## src/rtl/vcfg_pkg.sv

```systemverilog
package vcfg_pkg;

    localparam int INST_W = 32;
    localparam int VT_W   = 9;

    localparam logic [6:0] OPC_VEC = 7'b1010111;
    localparam logic [2:0] F3_CFG  = 3'b111;

    typedef struct packed {
        logic       vill;
        logic       vma;
        logic       vta;
        logic [2:0] vsew;
        logic [2:0] vlmul;
    } vtype_t;

    localparam vtype_t VTYPE_ILLEGAL = '{vill: 1'b1, vma: 1'b0, vta: 1'b0,
                                         vsew: 3'd0, vlmul: 3'd0};

    typedef enum logic [2:0] {
        SRC_HOLD,
        SRC_REG_COMMIT,
        SRC_WALK,
        SRC_ARCH,
        SRC_DECODE
    } spec_src_e;

    // Decode the low eight immediate bits into a vector type; reserved codes give illegal.
    function automatic vtype_t zimm_to_vtype(input logic [7:0] z);
        vtype_t r;
        logic   bad;
        bad = z[5] | (z[2:0] == 3'b100);
        if (bad) begin
            r = VTYPE_ILLEGAL;
        end else begin
            r.vill  = 1'b0;
            r.vma   = z[7];
            r.vta   = z[6];
            r.vsew  = z[5:3];
            r.vlmul = z[2:0];
        end
        return r;
    endfunction

endpackage

```

## src/rtl/vcfg_lane_decode.sv

```systemverilog
module vcfg_lane_decode
    import vcfg_pkg::*;
(
    input  logic              valid,
    input  logic [INST_W-1:0] inst,
    output logic              hit,
    output vtype_t            vt
);

    logic is_cfg;
    logic is_imm_vl;
    logic is_imm_ivl;
    logic unused_fields;

    always_comb begin
        is_cfg     = (inst[6:0] == OPC_VEC) && (inst[14:12] == F3_CFG);
        is_imm_vl  = is_cfg && !inst[31];
        is_imm_ivl = is_cfg && (inst[31:30] == 2'b11);
        hit        = valid && (is_imm_vl || is_imm_ivl);
        vt         = zimm_to_vtype(inst[27:20]);
    end

    assign unused_fields = ^{inst[29:28], inst[19:15], inst[11:7]};

endmodule

```

## src/rtl/vcfg_first_pick.sv

```systemverilog
module vcfg_first_pick
    import vcfg_pkg::*;
#(
    parameter int LANES = 6
) (
    input  logic [LANES-1:0] hit,
    input  vtype_t           vt [LANES],
    output logic             any,
    output vtype_t           sel
);

    always_comb begin
        any = |hit;
        sel = VTYPE_ILLEGAL;
        // Walk downward so the lowest qualifying lane is assigned last.
        for (int i = LANES - 1; i >= 0; i--) begin
            if (hit[i]) begin
                sel = vt[i];
            end
        end
    end

endmodule

```

## src/rtl/vcfg_next_sel.sv

```systemverilog
module vcfg_next_sel
    import vcfg_pkg::*;
(
    input  logic   cmt_reg_valid,
    input  vtype_t cmt_reg_vtype,
    input  logic   walk_valid,
    input  vtype_t walk_vtype,
    input  logic   restore_arch,
    input  logic   grp_take,
    input  vtype_t grp_vtype,
    input  logic   cmt_imm_valid,
    input  vtype_t cmt_imm_vtype,
    input  vtype_t spec_q,
    input  vtype_t arch_q,
    output vtype_t spec_d,
    output vtype_t arch_d
);

    spec_src_e src;

    always_comb begin
        if (cmt_reg_valid)     src = SRC_REG_COMMIT;
        else if (walk_valid)   src = SRC_WALK;
        else if (restore_arch) src = SRC_ARCH;
        else if (grp_take)     src = SRC_DECODE;
        else                   src = SRC_HOLD;

        unique case (src)
            SRC_REG_COMMIT: spec_d = cmt_reg_vtype;
            SRC_WALK:       spec_d = walk_vtype;
            SRC_ARCH:       spec_d = arch_q;
            SRC_DECODE:     spec_d = grp_vtype;
            default:        spec_d = spec_q;
        endcase

        if (cmt_reg_valid)      arch_d = cmt_reg_vtype;
        else if (cmt_imm_valid) arch_d = cmt_imm_vtype;
        else                    arch_d = arch_q;
    end

endmodule

```

## src/rtl/vcfg_tracker.sv

```systemverilog
module vcfg_tracker
    import vcfg_pkg::*;
#(
    parameter int LANES = 6
) (
    input  logic                    clk,
    input  logic                    rst,
    input  logic [LANES-1:0]        lane_valid,
    input  logic [INST_W*LANES-1:0] lane_inst,
    input  logic                    upd_en,
    input  logic                    cmt_reg_valid,
    input  logic [VT_W-1:0]         cmt_reg_vtype,
    input  logic                    walk_valid,
    input  logic [VT_W-1:0]         walk_vtype,
    input  logic                    restore_arch,
    input  logic                    cmt_imm_valid,
    input  logic [VT_W-1:0]         cmt_imm_vtype,
    output logic [VT_W-1:0]         spec_vtype
);

    logic [LANES-1:0] lane_hit;
    vtype_t           lane_vt [LANES];
    logic             grp_hit;
    vtype_t           grp_vtype;
    vtype_t           spec_q, spec_d;
    vtype_t           arch_q, arch_d;

    for (genvar g = 0; g < LANES; g++) begin : g_lane
        vcfg_lane_decode u_dec (
            .valid (lane_valid[g]),
            .inst  (lane_inst[g*INST_W +: INST_W]),
            .hit   (lane_hit[g]),
            .vt    (lane_vt[g])
        );
    end

    vcfg_first_pick #(.LANES(LANES)) u_pick (
        .hit (lane_hit),
        .vt  (lane_vt),
        .any (grp_hit),
        .sel (grp_vtype)
    );

    vcfg_next_sel u_next (
        .cmt_reg_valid (cmt_reg_valid),
        .cmt_reg_vtype (vtype_t'(cmt_reg_vtype)),
        .walk_valid    (walk_valid),
        .walk_vtype    (vtype_t'(walk_vtype)),
        .restore_arch  (restore_arch),
        .grp_take      (grp_hit && upd_en),
        .grp_vtype     (grp_vtype),
        .cmt_imm_valid (cmt_imm_valid),
        .cmt_imm_vtype (vtype_t'(cmt_imm_vtype)),
        .spec_q        (spec_q),
        .arch_q        (arch_q),
        .spec_d        (spec_d),
        .arch_d        (arch_d)
    );

    always_ff @(posedge clk) begin
        if (rst) begin
            spec_q <= VTYPE_ILLEGAL;
            arch_q <= VTYPE_ILLEGAL;
        end else begin
            spec_q <= spec_d;
            arch_q <= arch_d;
        end
    end

    assign spec_vtype = spec_q;

endmodule

```

## config.mk

```make
export PLATFORM = sky130hd
export DESIGN_NAME = vcfg_tracker
export DESIGN_NICKNAME = d
export VERILOG_FILES = /design/src/rtl/vcfg_pkg.sv /design/src/rtl/vcfg_lane_decode.sv /design/src/rtl/vcfg_first_pick.sv /design/src/rtl/vcfg_next_sel.sv /design/src/rtl/vcfg_tracker.sv
export SDC_FILE = /design/constraint.sdc
export NUM_CORES = 1
export LEC_CHECK = 0
export ABC_AREA = 1
export BUFFER_PORTS_ARGS = -buffer_cell sky130_fd_sc_hd__buf_2
export CORE_ASPECT_RATIO = 1.4
export CORE_UTILIZATION = 25
export CTS_CLUSTER_DIAMETER = 50
export DETAILED_ROUTE_END_ITERATION = 7
export SLEW_MARGIN = 5
export SYNTH_ARGS = -nofsm -noshare
export SYNTH_HDL_FRONTEND = slang
export SYNTH_HIERARCHICAL = 1
export SYNTH_SLANG_ARGS = --single-unit
```

## constraint.sdc

```tcl
create_clock -name clk -period 2.2 [get_ports clk]
set_input_delay 0 -clock clk [delete_from_list [all_inputs] [get_ports clk]]
set_output_delay 0 -clock clk [all_outputs]
set_load 0.01 [all_outputs]
```

---- After elaboration in Yosys (flattened, before gate mapping) ----
Cells that the tools add are included.
storage, ports and cells
  flip-flop bits (word level) ............. 18
  bits of input ports ..................... 232
  output and inout bits ................... 9
  logic and storage cells ................. 103
operators by class
  eq/ne operators ......................... 28
  muxes and demuxes ....................... 19
  bitwise operators ....................... 6
  reduce and logical (&&, ||, !) cells .... 40
operators by type and width
  operator              count
  $mux W9               14
  $eq A7 B7 Y1 const B  6
  $eq A3 B3 Y1 const B  13
  $pmux W9 S4           1
  $logic_and A1 B1 Y1   25
  $eq A2 B2 Y1 const B  6
  $mux W3               4
  $eq A3 B2 Y1 const B  2
  $logic_not A1 Y1      6
  $logic_or A1 B1 Y1    6
  $or A1 B1 Y1          6
  $reduce_or A6 Y1      1
  $reduce_bool A4 Y1    1
  $eq A3 B1 Y1 const B  1
  $reduce_bool A2 Y1    1

---- Depth between registers and ports, before layout ----
  word-level depth ........................ 13
  gate-level depth with buffers ........... 19
  mapped depth without buffers ............ 18

---- By module ----
Netlist, hierarchy kept.
modules (own cells, without submodules)
  module            instances  cells an instance  area an instance (um2)  seq. area each (um2)
  vcfg_lane_decode  6          35                 150.1                   0.0
  vcfg_next_sel     1          113                579.3                   0.0
  vcfg_first_pick   1          117                534.3                   0.0
  vcfg_tracker      1          59                 533.0                   360.3

---- Least setup slack after synthesis ----
OpenSTA, ideal clock, no wires.
  path type ............................... input to register
  start point ............................. in lane_inst[5]
  end point ............................... reg spec_vtype[2] (netlist name)
  library setup time ...................... 64 ps
  arrival ................................. 1,473 ps
  data required time ...................... 2,136 ps
  setup slack ............................. 663 ps
  stages on the path ...................... 18
  path buffers ............................ 1
  path through ............................ inv_1 nand2_1 nor2_1 nand2_1 nor2_1 clkinv_1 clkbuf_8 nand4_1 nand2_1 inv_1 inv_1 nor2_2 nand3_1 nand2_1 inv_1 nand4_1 inv_1 nor2_1
RTL lines
  item                line               RTL
  start: declaration  vcfg_tracker.sv:9  input logic [INST_W*LANES-1:0] lane_inst,

==> metrics.yaml <==
leakage_nw: 2.19
io_buffers: 168
grt_max_degree: 20
grt_antenna_before_repair: 0
drv_slew: 0
drcViolationCount: 0
critPathMaxFanout: 11
cts_resized: 0
drive_gt1_frac: 0.310
rr_endpoint: "arch_q[8]"
gp_congestion: 0.807
vias: 3246
ios: 241
regArea_sq_um: 360
cts-htree-levels: 1
grt_pass1_wl_mm: 12.2
dieArea_sq_mm: 0.0106
avgSynthCellArea_sq_um: 5.11
crit_end: "spec_vtype[3]"
fin_worst_skew_ns: 0.000731
cp-start-kind: "input port"
rsz0062_at_grt: "no"
critPathMostFrequentCell: "inv_1"
seq_area_frac_synth: 0.141
p_seq_frac: 0.318
grt-busiest-layer: "met2"
met3_usage: 0.0143
crit_arrival_ns: 1.74
ant_nets: 0
cts_buffers: 3
grt_pass1_vias: 2867
cp_top_family: "simple AND/OR/NAND/NOR gates"
drt-total-wl_mm: 8.07
ys_ff_latch: 18
clock_sinks: 18
grt_overflow: 0
regToRegStartpoint: "arch_q[8]"
avgRoutedWirePerCell_um: 10.2
ys_types: 23
startpoint: "lane_inst[5]"
status: "completed"
whs_ns: 0.0753
period_share: 0.706
grt_util_met2: 0.291
netSwitchingFraction: 0.294
min_period_ns: 1.55
cts-root-buf: "clkbuf_16"
multiInputGateArea_sq_mm: 0.00157
core_area_sq_mm: 0.00990
crit_required_ns: 2.39
insertion_delay_ns: 0.25
cp_num_cells: 18
first_pass_iters: 4
rrSetupSlack_ns: 1.39
syn-cell-area_sq_mm: 0.00255
crit_path_max_incr_delay_ns: 0.26
cts_hold_buf: 0
endpoint_kind: "flip-flop"
hold_violations: 0
power_frac_clock: 0.357
hpwl_mm: 6.87
path_clk_slew_ns: 0.05
routed_via_density: 4.09
vdd_drop_max_mv: 0.338
rows: 43
use_met1: 0.157
start_util: 0.257
p_comb_frac: 0.325
p_int_mw: 0.802
tns_ns: 0
grtUsageTotal: 0.145
crit_chain: "buf_2 -> inv_1 -> nand2_1 -> nor2_1 -> nand2_1 -> nor2_1 -> clkinv_1 -> nand4_1 -> nand2_1 -> inv_1 -> inv_1 -> nor2_2 -> nand3_1 -> nand2_1 -> inv_1 -> nand4_1 -> inv_1 -> nor2_1"
power_density_mw_per_mm2: 322
clk_path_buf_depth: 2
p_switching_mw: 0.333
dieWidth_um: 87.3
n_fill_cell: 1170
worst-path-buf-inv: 7
diodes: 0
yosys_warnings: 6
critical_path_class: "in2reg"
nets: 891
cts_tree: "yes"
cpMaxStageDelayCell: "clkinv_1"
syn_nets: 731
drtIter0Drc: 74
worstRegToRegCells: 4
setup_violations: 0
maxCapViolCount: 0
chipHeight_um: 121
fmax_mhz: 644
syn_inst: 499
hold_path.class: "in2reg"
cts_setup_buffers: 0
syn_to_final_growth_pct: 38.2
## power groups by stage
stage | Combinational, mW | Sequential (mW) | Clock, mW
final | 0.369 | 0.360 | 0.405
after global routing | 0.419 | 0.363 | 0.430
after CTS | 0.374 | 0.361 | 0.411
after detailed placement | 0.372 | 0.367 | 0
after global placement | 0.369 | 0.367 | 0
after floorplan | 0.195 | 0.372 | 0
## state kept, by name, summed over array words and instances, names as in the netlist
| register | count |
|---|---|
| spec_vtype | 9 |
| arch_q | 9 |
## synthesized netlist by cell type
| library cell | number | area (sq um) |
|---|---|---|
| or2_1 | 1 | 6.26 |
| a21oi_1 | 23 | 115 |
| buf_6 | 6 | 67.6 |
| o21ai_0 | 18 | 90.1 |
| nor2_1 | 119 | 447 |
| a21oi_4 | 1 | 16.3 |
| nor2_4 | 2 | 22.5 |
| nor2_2 | 3 | 18.8 |
| buf_2 | 3 | 15.0 |
| buf_4 | 8 | 60.1 |
| nand3_2 | 7 | 70.1 |
| nand3_1 | 33 | 165 |
| nand4_1 | 19 | 119 |
| nand2_1 | 103 | 387 |
| clkbuf_8 | 1 | 13.8 |
| clkinv_1 | 2 | 7.51 |
| inv_1 | 112 | 420 |
| inv_2 | 4 | 15.0 |
| a21oi_2 | 3 | 26.3 |
| nand2_4 | 6 | 67.6 |
| buf_8 | 1 | 15.0 |
| conb_1 | 6 | 22.5 |
| dfxtp_1 | 18 | 360 |
## metal layers
layer,up-vias,wire (um)
met5,-,0
met4,0,116
met3,10,548
met2,124,4050
met1,1318,3350
li1,1794,-
## worst min-delay path by stage
stage                startpoint         to  slack [ns]  cells past startpoint
3_5_place_dp   cmt_reg_vtype[8]  arch_q[8]        0.34                      5
2_1_floorplan               rst  arch_q[2]        0.19                      2
4_1_cts        cmt_reg_vtype[8]  arch_q[8]        0.08                      5
6_report       cmt_reg_vtype[8]  arch_q[8]        0.08                      5
5_1_grt        cmt_reg_vtype[8]  arch_q[8]         0.1                      5
3_3_place_gp   cmt_reg_vtype[8]  arch_q[8]        0.33                      5
## cell type report
type / instances / area share
clock buffers: 4 / 0.0252
inverters: 118 / 0.126
multi-input cells: 344 / 0.447
flip-flops and latches: 18 / 0.102
well taps: 135 / 0.0480
repair buffers: 174 / 0.252
## worst reg2reg max path: stages (launching register included)
cell and delay [ns]:
dfxtp_1 0.31, o21ai_0 0.20, o21ai_0 0.10, inv_1 0.05, nand2_1 0.04
## through the flow
step	cells	area, sq um	power [mW]	worst slack, ns	utilization
2_1_floorplan	499	2550	0.566	0.663	-
3_3_place_gp	789	3430	0.736	0.347	0.347
3_5_place_dp	789	3430	0.739	0.325	0.347
4_1_cts	793	3520	1.15	0.579	0.356
5_1_grt	793	3520	1.21	0.333	0.356
6_report	793	3520	1.14	0.646	0.356
## cell usage in the layout, fill, tap and decap left out, types with 3 or more instances in the layout
cell type and n:
buf_2 168, nor2_1 119, inv_1 112, nand2_1 103, nand3_1 33, a21oi_1 23
nand4_1 19, dfxtp_1 18, o21ai_0 18, nand3_2 7, nand2_4 6, conb_1 6
buf_4 6, inv_2 4, clkbuf_16 3, nor2_2 3, a21oi_2 3
## logic make-up after synthesis
kind of cell,Yosys count,synth area share
simple gates,293,0.511
other cells,6,0.00884
compound gates,45,0.0973
flops,18,0.141
buf+inv,137,0.241
(Power assumes the default switching activity.)
